File: src/rtl/psram_ctrl_pkg.sv
package psram_ctrl_pkg;

    typedef enum logic [2:0] {
        ST_IDLE,
        ST_READ,
        ST_TURN,
        ST_WRITE,
        ST_RECOVER
    } ctrl_state_e;

    function automatic int cdiv(input int num, input int den);
        return (num + den - 1) / den;
    endfunction

    function automatic int imax(input int a, input int b);
        return (a > b) ? a : b;
    endfunction

endpackage

File: src/rtl/psram_phase_timer.sv
module psram_phase_timer #(
    parameter int CNT_W = 3
) (
    input  logic             clk,
    input  logic             rst_n,
    input  logic             load_i,
    input  logic [CNT_W-1:0] load_val_i,
    output logic             expired_o
);
    logic [CNT_W-1:0] cnt_q;

    always_ff @(posedge clk or negedge rst_n) begin
        if (!rst_n) begin
            cnt_q <= '0;
        end else if (load_i) begin
            cnt_q <= load_val_i;
        end else if (cnt_q != '0) begin
            cnt_q <= cnt_q - 1'b1;
        end
    end

    assign expired_o = (cnt_q == '0);
endmodule

File: src/rtl/psram_async_ctrl.sv
module psram_async_ctrl
    import psram_ctrl_pkg::*;
#(
    parameter int ADDR_W          = 22,
    parameter int DATA_W          = 16,
    parameter int CLK_PERIOD_NS   = 10,
    parameter int T_CYCLE_MIN_NS  = 70,
    parameter int T_ACCESS_NS     = 70,
    parameter int T_WR_PULSE_NS   = 50,
    parameter int T_WR_END_NS     = 60,
    parameter int T_DATA_SETUP_NS = 20,
    parameter int T_BUS_FLOAT_NS  = 20,
    parameter int T_CYCLE_MAX_NS  = 10000,
    localparam int LANES          = DATA_W / 8
) (
    input  logic              clk,
    input  logic              rst_n,
    input  logic              req_i,
    input  logic              we_i,
    input  logic [ADDR_W-1:0] addr_i,
    input  logic [DATA_W-1:0] wdata_i,
    input  logic [LANES-1:0]  be_i,
    output logic              ack_o,
    output logic [DATA_W-1:0] rdata_o,
    output logic [ADDR_W-1:0] mem_addr_o,
    output logic              mem_cs_n_o,
    output logic              mem_oe_n_o,
    output logic              mem_we_n_o,
    output logic              mem_lb_n_o,
    output logic              mem_ub_n_o,
    output logic [DATA_W-1:0] mem_dq_o,
    output logic              mem_dq_oe_o,
    input  logic [DATA_W-1:0] mem_dq_i
);
    localparam int RD_CYC  = imax(cdiv(T_ACCESS_NS, CLK_PERIOD_NS),
                                  cdiv(T_CYCLE_MIN_NS, CLK_PERIOD_NS));
    localparam int WR_CYC  = imax(cdiv(T_WR_PULSE_NS, CLK_PERIOD_NS),
                             imax(cdiv(T_WR_END_NS, CLK_PERIOD_NS),
                                  cdiv(T_DATA_SETUP_NS, CLK_PERIOD_NS)));
    localparam int REC_CYC = imax(1, cdiv(T_CYCLE_MIN_NS, CLK_PERIOD_NS) - WR_CYC);
    localparam int HZ_CYC  = imax(1, cdiv(T_BUS_FLOAT_NS, CLK_PERIOD_NS));
    localparam int MAX_CYC = T_CYCLE_MAX_NS / CLK_PERIOD_NS;
    localparam int LONGEST = imax(imax(RD_CYC, WR_CYC), imax(REC_CYC, HZ_CYC));
    localparam int CNT_W   = $clog2(LONGEST + 1);

    ctrl_state_e       state_q, state_d;
    logic              tmr_load;
    logic [CNT_W-1:0]  tmr_val;
    logic              tmr_done;
    logic [ADDR_W-1:0] addr_q;
    logic [DATA_W-1:0] wdata_q;
    logic [LANES-1:0]  be_q;
    logic [DATA_W-1:0] lane_mask;
    logic [DATA_W-1:0] rdata_q;
    logic              ack_q;
    logic              accept;
    logic              phase_end;

    psram_phase_timer #(.CNT_W(CNT_W)) u_timer (
        .clk        (clk),
        .rst_n      (rst_n),
        .load_i     (tmr_load),
        .load_val_i (tmr_val),
        .expired_o  (tmr_done)
    );

    for (genvar g = 0; g < LANES; g++) begin : g_lane
        assign lane_mask[g*8 +: 8] = {8{be_q[g]}};
    end

    // next-state logic and phase timer loading
    always_comb begin
        state_d  = state_q;
        tmr_load = 1'b0;
        tmr_val  = '0;
        unique case (state_q)
            ST_IDLE: if (req_i) begin
                state_d  = we_i ? ST_WRITE : ST_READ;
                tmr_load = 1'b1;
                tmr_val  = we_i ? CNT_W'(WR_CYC - 1) : CNT_W'(RD_CYC - 1);
            end
            ST_READ: if (tmr_done) begin
                state_d  = ST_TURN;
                tmr_load = 1'b1;
                tmr_val  = CNT_W'(HZ_CYC - 1);
            end
            ST_TURN: if (tmr_done) state_d = ST_IDLE;
            ST_WRITE: if (tmr_done) begin
                state_d  = ST_RECOVER;
                tmr_load = 1'b1;
                tmr_val  = CNT_W'(REC_CYC - 1);
            end
            ST_RECOVER: if (tmr_done) state_d = ST_IDLE;
            default: state_d = ST_IDLE;
        endcase
    end

    assign accept    = (state_q == ST_IDLE) && req_i;
    assign phase_end = tmr_done && (state_q == ST_READ || state_q == ST_WRITE);

    // state register and request-side registers
    always_ff @(posedge clk or negedge rst_n) begin
        if (!rst_n) begin
            state_q <= ST_IDLE;
            addr_q  <= '0;
            wdata_q <= '0;
            be_q    <= '0;
            rdata_q <= '0;
            ack_q   <= 1'b0;
        end else begin
            state_q <= state_d;
            ack_q   <= phase_end;
            if (accept) begin
                addr_q  <= addr_i;
                wdata_q <= wdata_i;
                be_q    <= be_i;
            end
            if (state_q == ST_READ && tmr_done) begin
                rdata_q <= mem_dq_i & lane_mask;
            end
        end
    end

    // memory-side strobe decode
    always_comb begin
        mem_cs_n_o  = 1'b1;
        mem_oe_n_o  = 1'b1;
        mem_we_n_o  = 1'b1;
        mem_lb_n_o  = 1'b1;
        mem_ub_n_o  = 1'b1;
        mem_dq_oe_o = 1'b0;
        unique case (state_q)
            ST_READ: begin
                mem_cs_n_o = 1'b0;
                mem_oe_n_o = 1'b0;
                mem_lb_n_o = ~be_q[0];
                mem_ub_n_o = ~be_q[LANES-1];
            end
            ST_WRITE: begin
                mem_cs_n_o  = 1'b0;
                mem_we_n_o  = 1'b0;
                mem_lb_n_o  = ~be_q[0];
                mem_ub_n_o  = ~be_q[LANES-1];
                mem_dq_oe_o = 1'b1;
            end
            default: ;
        endcase
    end

    assign mem_addr_o = addr_q;
    assign mem_dq_o   = wdata_q;
    assign ack_o      = ack_q;
    assign rdata_o    = rdata_q;
endmodule

File: config.mk
export PLATFORM = sky130hd
export DESIGN_NAME = psram_async_ctrl
export DESIGN_NICKNAME = d
export VERILOG_FILES = /design/src/rtl/psram_ctrl_pkg.sv /design/src/rtl/psram_phase_timer.sv /design/src/rtl/psram_async_ctrl.sv
export SDC_FILE = /design/constraint.sdc
export NUM_CORES = 1
export LEC_CHECK = 0
export CORE_MARGIN = 2
export CORE_UTILIZATION = 44
export DETAILED_ROUTE_END_ITERATION = 12
export HOLD_SLACK_MARGIN = 0.12
export PLACE_DENSITY = 0.85
export SLEW_MARGIN = 10
export SYNTH_ARGS = -nofsm -noshare
export SYNTH_HDL_FRONTEND = slang
export SYNTH_SLANG_ARGS = --single-unit
File: constraint.sdc
create_clock -name clk -period 3.96 [get_ports clk]
set_input_delay 0.396 -clock clk [delete_from_list [all_inputs] [get_ports clk]]
set_output_delay 0.396 -clock clk [all_outputs]
set_load 0.02 [all_outputs]
; ---- Word level (Yosys, flattened, before mapping)
; Cells that the tools add are included.
[word_totals]
register_bits = 63
input_bits = 60
out_inout_bits = 61
[classes]
bitwise = 3
reduce_logical = 11
eq_ne = 8
n_mux = 21
n_addsub = 1
[ops]
columns = cell, n
row1 = 2-to-1 mux 3 bit, 7
row2 = AND 16 bit, 1
row3 = one-hot mux 3 bit (4 select lines), 1
row4 = 2-to-1 mux 1 bit, 9
row5 = "== test 3 x 2 -> 1 bit, second input constant", 2
row6 = zero test 3 bit, 2
row7 = "inequality test 2 bit, second input constant", 3
row8 = one-hot mux 3 bit (2 select lines), 1
row9 = 2-to-1 mux 2 bit, 2
row10 = AND reduction 4 bit, 1
row11 = OR reduction 2 bit, 2
row12 = "== test 3 x 1 -> 1 bit, second input constant", 1
row13 = "== test 3 bit, second input constant", 1
row14 = logical AND 1 bit, 3
row15 = nonzero test 3 bit, 1
row16 = "subtractor 3 x 1 -> 3 bit, second input constant", 1
row17 = "inequality test 2 x 1 -> 1 bit, second input constant", 1
row18 = inverter 1 bit, 2
row19 = one-hot mux 1 bit (2 select lines), 1
row20 = nonzero test 2 bit, 1
row21 = logical OR 1 bit, 1

; ---- Longest topological paths before layout
[depth]
depth_word = 4
mapped_depth = 7
depth_no_buf = 5

; ---- Cells and area by module
; Synthesis repeated with hierarchy kept, for this count alone.
[unflattened]
hier_cells = 203
area_unflattened_um2 = 2683.8
[by_module_without_submodules]
columns = mod, cells_each, n_inst, seq_area_each_um2, area_per_inst_um2
row1 = psram_async_ctrl, 182, 1, 1501.4, 2483.6
row2 = psram_phase_timer, 21, 1, 75.1, 200.2

; ---- Least setup slack after synthesis
; No wires, ideal clock.
[synth_path]
path_kind = flip-flop to flip-flop
startpoint = reg u_timer.cnt_q[0]
endpoint = reg rdata_q[10] (netlist: rdata_o[10])
period_less_slack_ns = 1.631
t_arrival_ns = 1.552
path_buffers = 2
path_stages_with_launch = 8
slack_ns = 2.329
cell_sequence = dfrtp_1 -> inv_1 -> ha_1 -> nand2b_1 -> clkbuf_1 -> nor3_4 -> buf_8 -> mux2i_1
[synth_between]
elab_chain_cells = 2
[synth_lines]
columns = element, line
row1 = from (decl), psram_phase_timer.sv:10  ; logic [CNT_W-1:0] cnt_q;
row2 = from (signal assigned), psram_phase_timer.sv:16  ; cnt_q <= load_val_i;
row3 = from (signal assigned), psram_phase_timer.sv:18  ; cnt_q <= cnt_q - 1'b1;
row4 = zero test 3 bit, psram_phase_timer.sv:22  ; assign expired_o = (cnt_q == '0);
row5 = logical AND 1 bit, psram_async_ctrl.sv:118  ; if (state_q == ST_READ && tmr_done) begin
row6 = to (signal assigned), psram_async_ctrl.sv:119  ; rdata_q <= mem_dq_i & lane_mask;
row7 = to (decl), psram_async_ctrl.sv:54  ; logic [DATA_W-1:0] rdata_q;
; Every way passes these cells.
; A chain may end at the register's enable or synchronous reset.

; ---- Worst setup path after layout
[layout_path]
startpoint = reg state_q[2]
endpoint = out mem_dq_oe_o
[layout_between]
elab_chain_cells = 2
[layout_lines]
columns = element, line
row1 = from (decl), psram_async_ctrl.sv:46  ; ctrl_state_e state_q, state_d;
row2 = from (signal assigned), psram_async_ctrl.sv:111  ; state_q <= state_d;
row3 = == test 3 x 2 -> 1 bit, psram_async_ctrl.sv:132  ; unique case (state_q)
row4 = 2-to-1 mux 1 bit, psram_async_ctrl.sv:132
row5 = to (decl), psram_async_ctrl.sv:32  ; output logic mem_dq_oe_o,
; Every way passes these cells.

==> impl_metrics.ini <==
[outcome]
status = complete, no violations

[logic_synthesis]
avgSynthCellArea_um2 = 9.28
synth_cell_types = 27
syn-num-nets = 343
ys.flop_type = dfrtp_1
async_flop_share_pct = 100
yosysMostFrequentCell = nand2_1
ys_seq_area_share_pct = 60.4
synth-seq-cells = 63
synth_edf_count = 0
syn_inst = 281
synth_top_area_cell = dfrtp_1
synth_top_area_share_pct = 60.4
yosys-top-cells-count = nand2_1, dfrtp_1, inv_1
synth_top_cells_by_area = dfrtp_1, nand2_1, mux2i_1
syn-cell-area_um2 = 2610
yosys_warnings = 0

[die]
initial_core_util_pct = 44.9
ioPinCount = 121
die_x_um = 81
die_y_um = 81
core_um2 = 5820
num_rows = 28
dieArea_um2 = 6560

[global_routing]
antenna_found_initial = 0
grt-ovfl-total = 0
grt_pass1_vias = 2119
grt_max_degree = 33
track_usage_pct = 19.5
grt_pass1_wl_um = 9670

[final_layout]
antennaDiodeCount = 0
multi_input_area_um2 = 885
seqCellArea_um2 = 1580
nets = 463
fillers = 469
drive_gt1_share_pct = 5.67
area_delta_synth_final_pct = 56.0

[sta]
period_share_pct = 57.7
clock-skew-final_ps = 11.3
finalHoldViolCount = 0
slew_headroom_pct = 34.2
setup_tns_ps = 0
setup_viol = 0
finalCriticalPeriod_ps = 2290
fmax_ghz = 0.438
timing_worst_slew_pin_value_ps = 983
rsz0062_at_grt = false
finalMaxSlewViolations = 0
timing.hold.ws_ps = 109

[drt]
num_vias = 2234
drc = 0
first_pass_iters = 4
routedWlPerCell_um = 12.9
met2WireLength_um = 2980
routed_via_density = 4.64
wl_met1_um = 2690
ant_nets = 0
top_layer_used = met4
wl_um = 6220
drtIter0Drc = 106
wl_met3_um = 426

[clocking]
clock_latency_ps = 330
cts_sinks = 63
cts_buffers = 9
path_clk_slew_ps = 70
postCtsHoldBufs = 0
cts_setup_buffers = 0
cts_root_buf = clkbuf_8
htreeDepth = 3
cts_max_path_buffers = 2
cts_tree = built
cts.repair.resized = 0

[place]
port_buffers = 120
hpwl_um = 4480
gp_congestion = 0.740

[critical_path]
worstReg2RegEnd = mem_addr_o[21]
crit_path_start_kind = register
critPathMaxStageDelay_ps = 590
ff2ff_path_depth = 4
crit_slowest_cell = clkdlybuf4s50_1
worstPathRequired_ps = 3560
r2r-start = state_q[1]
r2r_setup_slack_ps = 1870
cp_num_buf_inv = 2
cp_max_fo = 6
worstPathArrival_ps = 1890
path_cells = and2b_2 -> nand2_1 -> inv_1 -> clkdlybuf4s50_1
crit_family = buffers and inverters
setup.worst_path.class = register to output port
cp-end-kind = output port

[power_and_ir_drop]
power_leakage_nw = 1.93
p_per_area_nw_per_um2 = 819
ir_drop_uv = 391

[flow_run]
drv_cap = 0

[hold_path]
hold_path_class = input port to asynchronous set/reset pin
worst max-delay path by stage:
stage	from	to	cells after the start
after floorplan	u_timer.cnt_q[0]	rdata_o[10]	7
after global placement	req_i	be_q[1]	5
after detailed placement	req_i	mem_addr_o[6]	5
after CTS	state_q[2]	mem_dq_oe_o	4
after global routing	state_q[2]	mem_dq_oe_o	4
final	state_q[2]	mem_dq_oe_o	4
routing by layer:
layer	global-route usage, %	up-vias
li1	-	1099
met1	23.6	1047
met2	31.7	77
met3	5.78	11
met4	10.0	0
met5	0	-
cells by family after synthesis:
| family | count (synthesis) | synth area share (%) |
|---|---|---|
| AOI/OAI and AO/OA | 10 | 2.40 |
| adders and majority gates | 2 | 0.959 |
| buffers and inverters | 37 | 5.99 |
| DFF | 63 | 60.4 |
| muxes | 16 | 6.14 |
| and+or+nand+nor | 153 | 24.1 |
cells in the final DEF (no fill, tap or decap), drive strengths merged, types with 2 or more instances in the layout:
cell type      synthesis  routed
ha                     2       2
inv                   23      23
nand2                140     140
mux2i                 16      16
a31oi                  2       2
clkdlybuf4s50          0     119
dfrtp                 63      63
nor3                   2       2
o21ai                  3       3
clkbuf                 6      13
nand3                  2       2
buf                    8       4
nor2                   2       2
clkinv                 0       2
a21oi                  2       2
sequential cells by signal (all words and copies together) (netlist names):
signal	count
mem_addr_o	22
mem_dq_o	16
rdata_o	16
state_q	3
u_timer.cnt_q	3
be_q	2
ack_o	1
stage by stage:
| stage | setup WS (ps) | cell area (µm²) | util [%] | power (W) | cells |
|---|---|---|---|---|---|
| 6_report | 1670 | 4070 | 70.0 | 0.00333 | 481 |
| 5_1_grt | 1620 | 4070 | 70.0 | 0.00355 | 481 |
| 4_1_cts | 1670 | 4070 | 70.0 | 0.00337 | 481 |
| 3_5_place_dp | 1550 | 3860 | 66.4 | 0.00278 | 465 |
| 3_3_place_gp | 1600 | 3860 | 66.4 | 0.00273 | 465 |
| 2_1_floorplan | 2330 | 2610 | - | 0.00199 | 281 |
where the power goes:
part           switching [W]  internal, W
sequential          0.000214     0.000944
clock               0.000226     0.000340
combinational       0.000853     0.000754
layout make-up:
class	count	share of cell area (%)
sequential	63	38.7
clock inverter	3	0.984
tap	75	2.31
timing repair buffer	123	30.0
multi-input combinational	181	21.7
inverter	23	2.12
clock buffer	13	4.15
worst register-to-register path: stages (launching register included):
cell and delay, ps:
dfrtp_1 510, or4b_1 950, buf_4 380, nand2_1 90
nand2_1 60
No activity file was read; power rests on OpenSTA's default activity.
